[src/rtl/prbs_pkg.sv]
package prbs_pkg;
  localparam int HIST_W   = 23;
  localparam int SHORT_TA = 7;
  localparam int SHORT_TB = 6;
  localparam int LONG_TA  = 23;
  localparam int LONG_TB  = 18;

  typedef logic [HIST_W-1:0] hist_t;

  // Predicted next bit from a history whose bit 0 is the newest.
  function automatic logic prbs_next(hist_t h, logic short_sel);
    logic fb;
    if (short_sel) fb = h[SHORT_TA-1] ^ h[SHORT_TB-1];
    else           fb = h[LONG_TA-1] ^ h[LONG_TB-1];
    return fb;
  endfunction
endpackage

[src/rtl/prbs_rst_sync.sv]
module prbs_rst_sync #(
  parameter int STAGES = 2
) (
  input  logic clk,
  input  logic rst_n,
  output logic rst_n_sync
);
  logic [STAGES-1:0] sync_q;

  always_ff @(posedge clk or negedge rst_n) begin
    if (!rst_n) sync_q <= '0;
    else        sync_q <= {sync_q[STAGES-2:0], 1'b1};
  end

  assign rst_n_sync = sync_q[STAGES-1];
endmodule

[src/rtl/prbs_lfsr_gen.sv]
module prbs_lfsr_gen
  import prbs_pkg::*;
(
  input  logic clk,
  input  logic rst_n,
  input  logic clr,
  input  logic en,
  input  logic short_sel,
  output logic tx_bit
);
  hist_t state_q, state_d;
  logic  tx_q, tx_d;
  logic  state_ce;
  logic  fb;

  assign fb       = prbs_next(state_q, short_sel);
  assign state_ce = clr | en;

  always_comb begin
    state_d = state_q;
    tx_d    = 1'b0;
    if (clr) begin
      state_d = '1;
    end else if (en) begin
      state_d = {state_q[HIST_W-2:0], fb};
      tx_d    = fb;
      if (state_d == '0) state_d = '1;
    end
  end

  always_ff @(posedge clk or negedge rst_n) begin
    if (!rst_n) begin
      state_q <= '1;
      tx_q    <= 1'b0;
    end else begin
      if (state_ce) state_q <= state_d;
      tx_q <= tx_d;
    end
  end

  assign tx_bit = tx_q;

  a_r2_tx_idle: assert property (@(posedge clk) disable iff (!rst_n)
    !en |=> !tx_bit);
  a_r2_hold: assert property (@(posedge clk) disable iff (!rst_n)
    (!en && !clr) |=> $stable(state_q));
  a_r1_nonzero: assert property (@(posedge clk) disable iff (!rst_n)
    state_q != '0);
endmodule

[src/rtl/prbs_sync_chk.sv]
module prbs_sync_chk
  import prbs_pkg::*;
(
  input  logic clk,
  input  logic rst_n,
  input  logic clr,
  input  logic en,
  input  logic short_sel,
  input  logic rx_bit,
  output logic miss,
  output logic err_flag
);
  hist_t hist_q, hist_d;
  logic  pred;
  logic  flag_q, flag_d;

  assign pred = prbs_next(hist_q, short_sel);
  assign miss = en & ~clr & (rx_bit ^ pred);

  always_comb begin
    if (clr) hist_d = '1;
    else     hist_d = {hist_q[HIST_W-2:0], rx_bit};
    flag_d = miss;
  end

  always_ff @(posedge clk or negedge rst_n) begin
    if (!rst_n) begin
      hist_q <= '1;
      flag_q <= 1'b0;
    end else begin
      hist_q <= hist_d;
      flag_q <= flag_d;
    end
  end

  assign err_flag = flag_q;

  a_r9_flag_on: assert property (@(posedge clk) disable iff (!rst_n)
    miss |=> err_flag);
  a_r5_flag_off: assert property (@(posedge clk) disable iff (!rst_n)
    !en |=> !err_flag);
  a_r10_clr_hist: assert property (@(posedge clk) disable iff (!rst_n)
    clr |=> hist_q == '1);
endmodule

[src/rtl/prbs_err_cnt.sv]
module prbs_err_cnt #(
  parameter int CNT_W = 16
) (
  input  logic             clk,
  input  logic             rst_n,
  input  logic             clr,
  input  logic             inc,
  input  logic             rd,
  output logic [CNT_W-1:0] cnt
);
  localparam logic [CNT_W-1:0] CNT_MAX = '1;
  localparam logic [CNT_W-1:0] CNT_ONE = CNT_W'(1);

  logic [CNT_W-1:0] cnt_q, cnt_d;
  logic             cnt_ce;

  assign cnt_ce = clr | rd | inc;

  always_comb begin
    cnt_d = cnt_q;
    if (clr)                        cnt_d = '0;
    else if (rd)                    cnt_d = inc ? CNT_ONE : '0;
    else if (inc && cnt_q != CNT_MAX) cnt_d = cnt_q + CNT_ONE;
  end

  always_ff @(posedge clk or negedge rst_n) begin
    if (!rst_n)      cnt_q <= '0;
    else if (cnt_ce) cnt_q <= cnt_d;
  end

  assign cnt = cnt_q;

  a_r6_no_wrap: assert property (@(posedge clk) disable iff (!rst_n)
    (cnt == CNT_MAX && !rd && !clr) |=> cnt == CNT_MAX);
  a_r7_rd_clear: assert property (@(posedge clk) disable iff (!rst_n)
    (rd && !inc) |=> cnt == '0);
  a_r8_rd_keep: assert property (@(posedge clk) disable iff (!rst_n)
    (rd && inc && !clr) |=> cnt == CNT_ONE);
  a_r10_clr_cnt: assert property (@(posedge clk) disable iff (!rst_n)
    clr |=> cnt == '0);
endmodule

[src/rtl/prbs_lane_tester.sv]
module prbs_lane_tester #(
  parameter int NUM_CH = 4,
  parameter int CNT_W  = 16,
  localparam int SEL_W = (NUM_CH > 1) ? $clog2(NUM_CH) : 1
) (
  input  logic              clk,
  input  logic              rst_n,
  input  logic              short_seq,
  input  logic              dp_clr,
  input  logic [NUM_CH-1:0] gen_en,
  input  logic [NUM_CH-1:0] chk_en,
  input  logic [NUM_CH-1:0] rx_bit,
  output logic [NUM_CH-1:0] tx_bit,
  output logic [NUM_CH-1:0] err_flag,
  input  logic              rd_stb,
  input  logic [SEL_W-1:0]  rd_ch,
  output logic [CNT_W-1:0]  rd_cnt
);
  logic              rst_n_s;
  logic [NUM_CH-1:0] miss;
  logic [NUM_CH-1:0] rd_hit;
  logic [CNT_W-1:0]  cnt_w [NUM_CH];

  prbs_rst_sync #(.STAGES(2)) u_rst (
    .clk        (clk),
    .rst_n      (rst_n),
    .rst_n_sync (rst_n_s)
  );

  for (genvar c = 0; c < NUM_CH; c++) begin : g_ch
    assign rd_hit[c] = rd_stb && (rd_ch == SEL_W'(c));

    prbs_lfsr_gen u_gen (
      .clk       (clk),
      .rst_n     (rst_n_s),
      .clr       (dp_clr),
      .en        (gen_en[c]),
      .short_sel (short_seq),
      .tx_bit    (tx_bit[c])
    );

    prbs_sync_chk u_chk (
      .clk       (clk),
      .rst_n     (rst_n_s),
      .clr       (dp_clr),
      .en        (chk_en[c]),
      .short_sel (short_seq),
      .rx_bit    (rx_bit[c]),
      .miss      (miss[c]),
      .err_flag  (err_flag[c])
    );

    prbs_err_cnt #(.CNT_W(CNT_W)) u_cnt (
      .clk   (clk),
      .rst_n (rst_n_s),
      .clr   (dp_clr),
      .inc   (miss[c]),
      .rd    (rd_hit[c]),
      .cnt   (cnt_w[c])
    );
  end

  always_comb begin
    rd_cnt = '0;
    for (int c = 0; c < NUM_CH; c++) begin
      if (rd_ch == SEL_W'(c)) rd_cnt = cnt_w[c];
    end
  end

  a_r7_one_read: assert property (@(posedge clk) disable iff (!rst_n_s)
    $onehot0(rd_hit));
endmodule

[config.mk]
export PLATFORM = sky130hd
export DESIGN_NAME = prbs_lane_tester
export DESIGN_NICKNAME = d
export VERILOG_FILES = /design/src/rtl/prbs_pkg.sv /design/src/rtl/prbs_rst_sync.sv /design/src/rtl/prbs_lfsr_gen.sv /design/src/rtl/prbs_sync_chk.sv /design/src/rtl/prbs_err_cnt.sv /design/src/rtl/prbs_lane_tester.sv
export SDC_FILE = /design/constraint.sdc
export NUM_CORES = 1
export LEC_CHECK = 0
export BUFFER_PORTS_ARGS = -buffer_cell sky130_fd_sc_hd__buf_4
export CORE_AREA = 2 2 203 205
export DETAILED_ROUTE_END_ITERATION = 7
export DIE_AREA = 0 0 205 207
export HOLD_SLACK_MARGIN = 0.12
export SLEW_MARGIN = 30
export SYNTH_ARGS = -nofsm -noshare
export SYNTH_HDL_FRONTEND = slang
export SYNTH_HIERARCHICAL = 1
export SYNTH_SLANG_ARGS = --single-unit
export TNS_END_PERCENT = 50
[constraint.sdc]
create_clock -name clk -period 10.78 [get_ports clk]
set_clock_uncertainty 0.15 [all_clocks]
set_input_delay 2.156 -clock clk [delete_from_list [all_inputs] [get_ports clk]]
set_output_delay 2.156 -clock clk [all_outputs]
set_load 0.02 [all_outputs]
==> results.py <==
metrics = {
    "outcome": {
        "result_of_the_run": "finished, final reports clean",
    },
    "clocking": {
        "cts_tree": "yes",
        "clock_latency_ps": 560,
        "number_of_cts_inserted_buffers": 29,
        "hold_buffers": 0,
        "clk_path_buf_depth": 3,
        "htree_num_levels": 1,
        "cts.clk_slew.worst_paths_ps": 50,
        "post-cts-setup-buffer-count": 0,
        "cts_resized": 0,
        "clock-root-buffer": "sky130_fd_sc_hd__clkbuf_16",
        "clock-sinks": 258,
    },
    "drt": {
        "route.antenna.remaining_nets": 0,
        "finalWirelength_mm": 24.7,
        "dr_wl_met3_mm": 1.41,
        "routed-wl-met2_mm": 11.2,
        "route.detailed.vias_per_inst": 5.12,
        "met1_length_mm": 11.5,
        "drc": 0,
        "top_signal_layer_used": "met4",
        "routedWlPerCell_um": 16.0,
        "route.vias.total": 7903,
        "firstDrtPassIters": 5,
        "dr.first_iter.drc_count": 409,
    },
    "power_and_ir_drop": {
        "powerDensity_mw_per_mm2": 152,
        "leakage_nw": 4.96,
        "worst_ir_drop_vdd_v": 0.000105,
    },
    "min_path": {
        "min-delay-path-class": "flip-flop to flip-flop",
    },
    "final_layout": {
        "final_cell_mix": "sky130_fd_sc_hd__dfstp_2, sky130_fd_sc_hd__or2_2, sky130_fd_sc_hd__o22a_1",
        "layout.cells.most_common": "sky130_fd_sc_hd__dfstp_2",
        "postLayoutCellArea_mm2": 0.0136,
        "area_growth_from_synthesis_to_final_layout_pct": 13.5,
        "finalCoreUtilization": 0.336,
        "antenna-diode-count": 0,
        "drive_gt1_frac": 0.422,
        "design.final.nets": 1019,
    },
    "floorplanning": {
        "boundary_pin_count": 43,
        "rows": 74,
        "floorplan.die.width_um": 205,
        "fp.coreArea_mm2": 0.0404,
        "floorplan.die_area_mm2": 0.0424,
        "die_h_um": 207,
        "initial_core_util": 0.296,
    },
    "yosys": {
        "async_reset_ff_frac": 1.00,
        "post_synth_instance_area_mm2": 0.0120,
        "share_of_synthesized_cell_area_in_and_or_nand_and_nor_gates": 0.184,
        "ys_seq_elements": 258,
        "syn_area_per_cell_um2": 12.4,
        "combinational_family_with_the_most_area_after_synthesis": "simple AND/OR/NAND/NOR gates",
        "yosys-mux-area-fraction": 0.0435,
        "synth-adder-area-share": 0.00837,
        "synth_compound_gate_area_share": 0.157,
        "synth.net_count": 994,
        "syn-instance-count": 967,
        "synthXorXnorAreaFrac": 0.00879,
        "synth_edf_count": 0,
        "yosys.cell_types.count": 49,
        "synth_ff_type": "sky130_fd_sc_hd__dfstp_2",
        "synth_seq_area_share": 0.559,
        "yosys_warning_total": 6,
    },
    "grt": {
        "pin_count_of_the_biggest_net_entering_global_routing": 78,
        "grt-ovfl-total": 0,
        "grt_first_pass_wirelength_mm": 41.6,
        "grt_util_all_layers": 0.118,
        "grt_antenna_before_repair": 0,
        "grt_pass1_vias": 7975,
    },
    "timing": {
        "rsz_0062_raised_after_global_routing": "no",
        "max_freq_ghz": 0.181,
        "share_of_the_clock_period_used_by_the_worst_path_after_layout": 0.511,
        "timing.final.setup_violations": 0,
        "slew_headroom": 0.432,
        "fin_crit_ps": 5510,
        "worst_slew_pin_slew_ps": 851,
        "slew_violations": 0,
        "setup_tns_ps": 0,
        "final-hold-violation-count": 0,
    },
    "critical_path": {
        "setup.worst_path.end_class": "output pin",
        "arrival_time_at_the_worst_endpoint_ps": 3210,
        "setup.worst_path.start_class": "input pin",
        "cp_max_fo": 20,
        "cp.required_ps": 8470,
        "path_class": "input pin to output pin",
    },
    "place": {
        "place.gp.congestion": 0.811,
        "detailedPlacementHpwl_mm": 15.9,
        "dpl_cell_area_mm2": 0.0126,
        "io_buffer_count": 42,
    },
    "run": {
        "drv_cap": 0,
    },
}
final timing paths:
path,from,to,slack [ps],cells past startpoint
setup / recovery,rd_ch[0],rd_cnt[9],5270,3
hold / removal,u_rst/sync_q[0],u_rst/sync_q[1],200,0
setup reg to reg,g_ch[3].u_gen/state_q[5],g_ch[3].u_gen/state_q[16],8400,6
hold reg to reg,u_rst/sync_q[0],u_rst/sync_q[1],200,0
max in group asynchronous,u_rst/sync_q[1],g_ch[2].u_cnt/cnt[1],8450,2
min in group asynchronous,u_rst/sync_q[1],g_ch[0].u_gen/tx_bit,210,0
sequential cells by signal, indices dropped and copies added (netlist names):
signal               flops
g_ch.u_chk/err_flag      4
g_ch.u_gen/tx_bit        4
u_rst/sync_q             2
g_ch.u_chk/hist_q       92
g_ch.u_gen/state_q      92
g_ch.u_cnt/cnt          64
synthesized netlist by cell type, types with 14 or more instances:
master | count | area share
sky130_fd_sc_hd__nand4_1 | 28 | 0.015
sky130_fd_sc_hd__or2_2 | 100 | 0.052
sky130_fd_sc_hd__o31ai_1 | 20 | 0.013
sky130_fd_sc_hd__a2111o_1 | 16 | 0.015
sky130_fd_sc_hd__buf_6 | 18 | 0.017
sky130_fd_sc_hd__inv_1 | 16 | 0.0050
sky130_fd_sc_hd__o22a_1 | 92 | 0.067
sky130_fd_sc_hd__dfrtp_1 | 74 | 0.15
sky130_fd_sc_hd__o21ai_0 | 24 | 0.010
sky130_fd_sc_hd__mux2i_1 | 16 | 0.013
sky130_fd_sc_hd__a21oi_1 | 56 | 0.023
sky130_fd_sc_hd__dfstp_2 | 184 | 0.40
sky130_fd_sc_hd__nand2_1 | 60 | 0.019
sky130_fd_sc_hd__or4_1 | 20 | 0.013
sky130_fd_sc_hd__or3_1 | 16 | 0.0084
sky130_fd_sc_hd__buf_2 | 14 | 0.0059
sky130_fd_sc_hd__mux4_2 | 16 | 0.030
kinds of logic after synthesis:
group	count (synthesis)
AND/OR/NAND/NOR	340
flip-flops	258
AO/OA/AOI/OAI	244
buffers and inverters	72
multiplexers	32
XOR/XNOR	12
adder cells (fa/ha/maj)	8
other	1
critical path, cell delays in order:
cell	delay [ps]
sky130_fd_sc_hd__buf_4	300
sky130_fd_sc_hd__mux4_2	560
sky130_fd_sc_hd__buf_4	170
per-stage QoR:
step	cells	hold slack, ps	power (mW)	worst slack, ps
final	1545	202	2.07	5270
after global routing	1545	221	2.16	5200
after CTS	1545	205	2.10	5240
after detailed placement	1493	194	1.09	5240
after global placement	1493	186	1.09	5260
after floorplan	967	181	1.06	3230
final cells by class:
class / count / area, um^2
clock buffer: 46 / 902
clock inverter: 6 / 78.8
fill: 4082 / 26800
inverter: 16 / 60.1
multi-input combinational: 637 / 4800
sequential: 258 / 6690
tap: 532 / 666
timing repair buffer: 50 / 383
routing by layer:
metal | vias up | GRT usage
met5 | - | 0
met4 | 0 | 0.0362
met3 | 47 | 0.0253
met2 | 172 | 0.185
met1 | 3976 | 0.163
li1 | 3708 | -
report_power, final:
part           total, mW  leakage (nW)  switching [mW]  internal, mW
sequential         0.991          2.96         0.00844         0.983
combinational     0.0835          1.51          0.0582        0.0253
clock              0.994         0.483           0.395         0.599
Power figures use the tool's default switching activity.
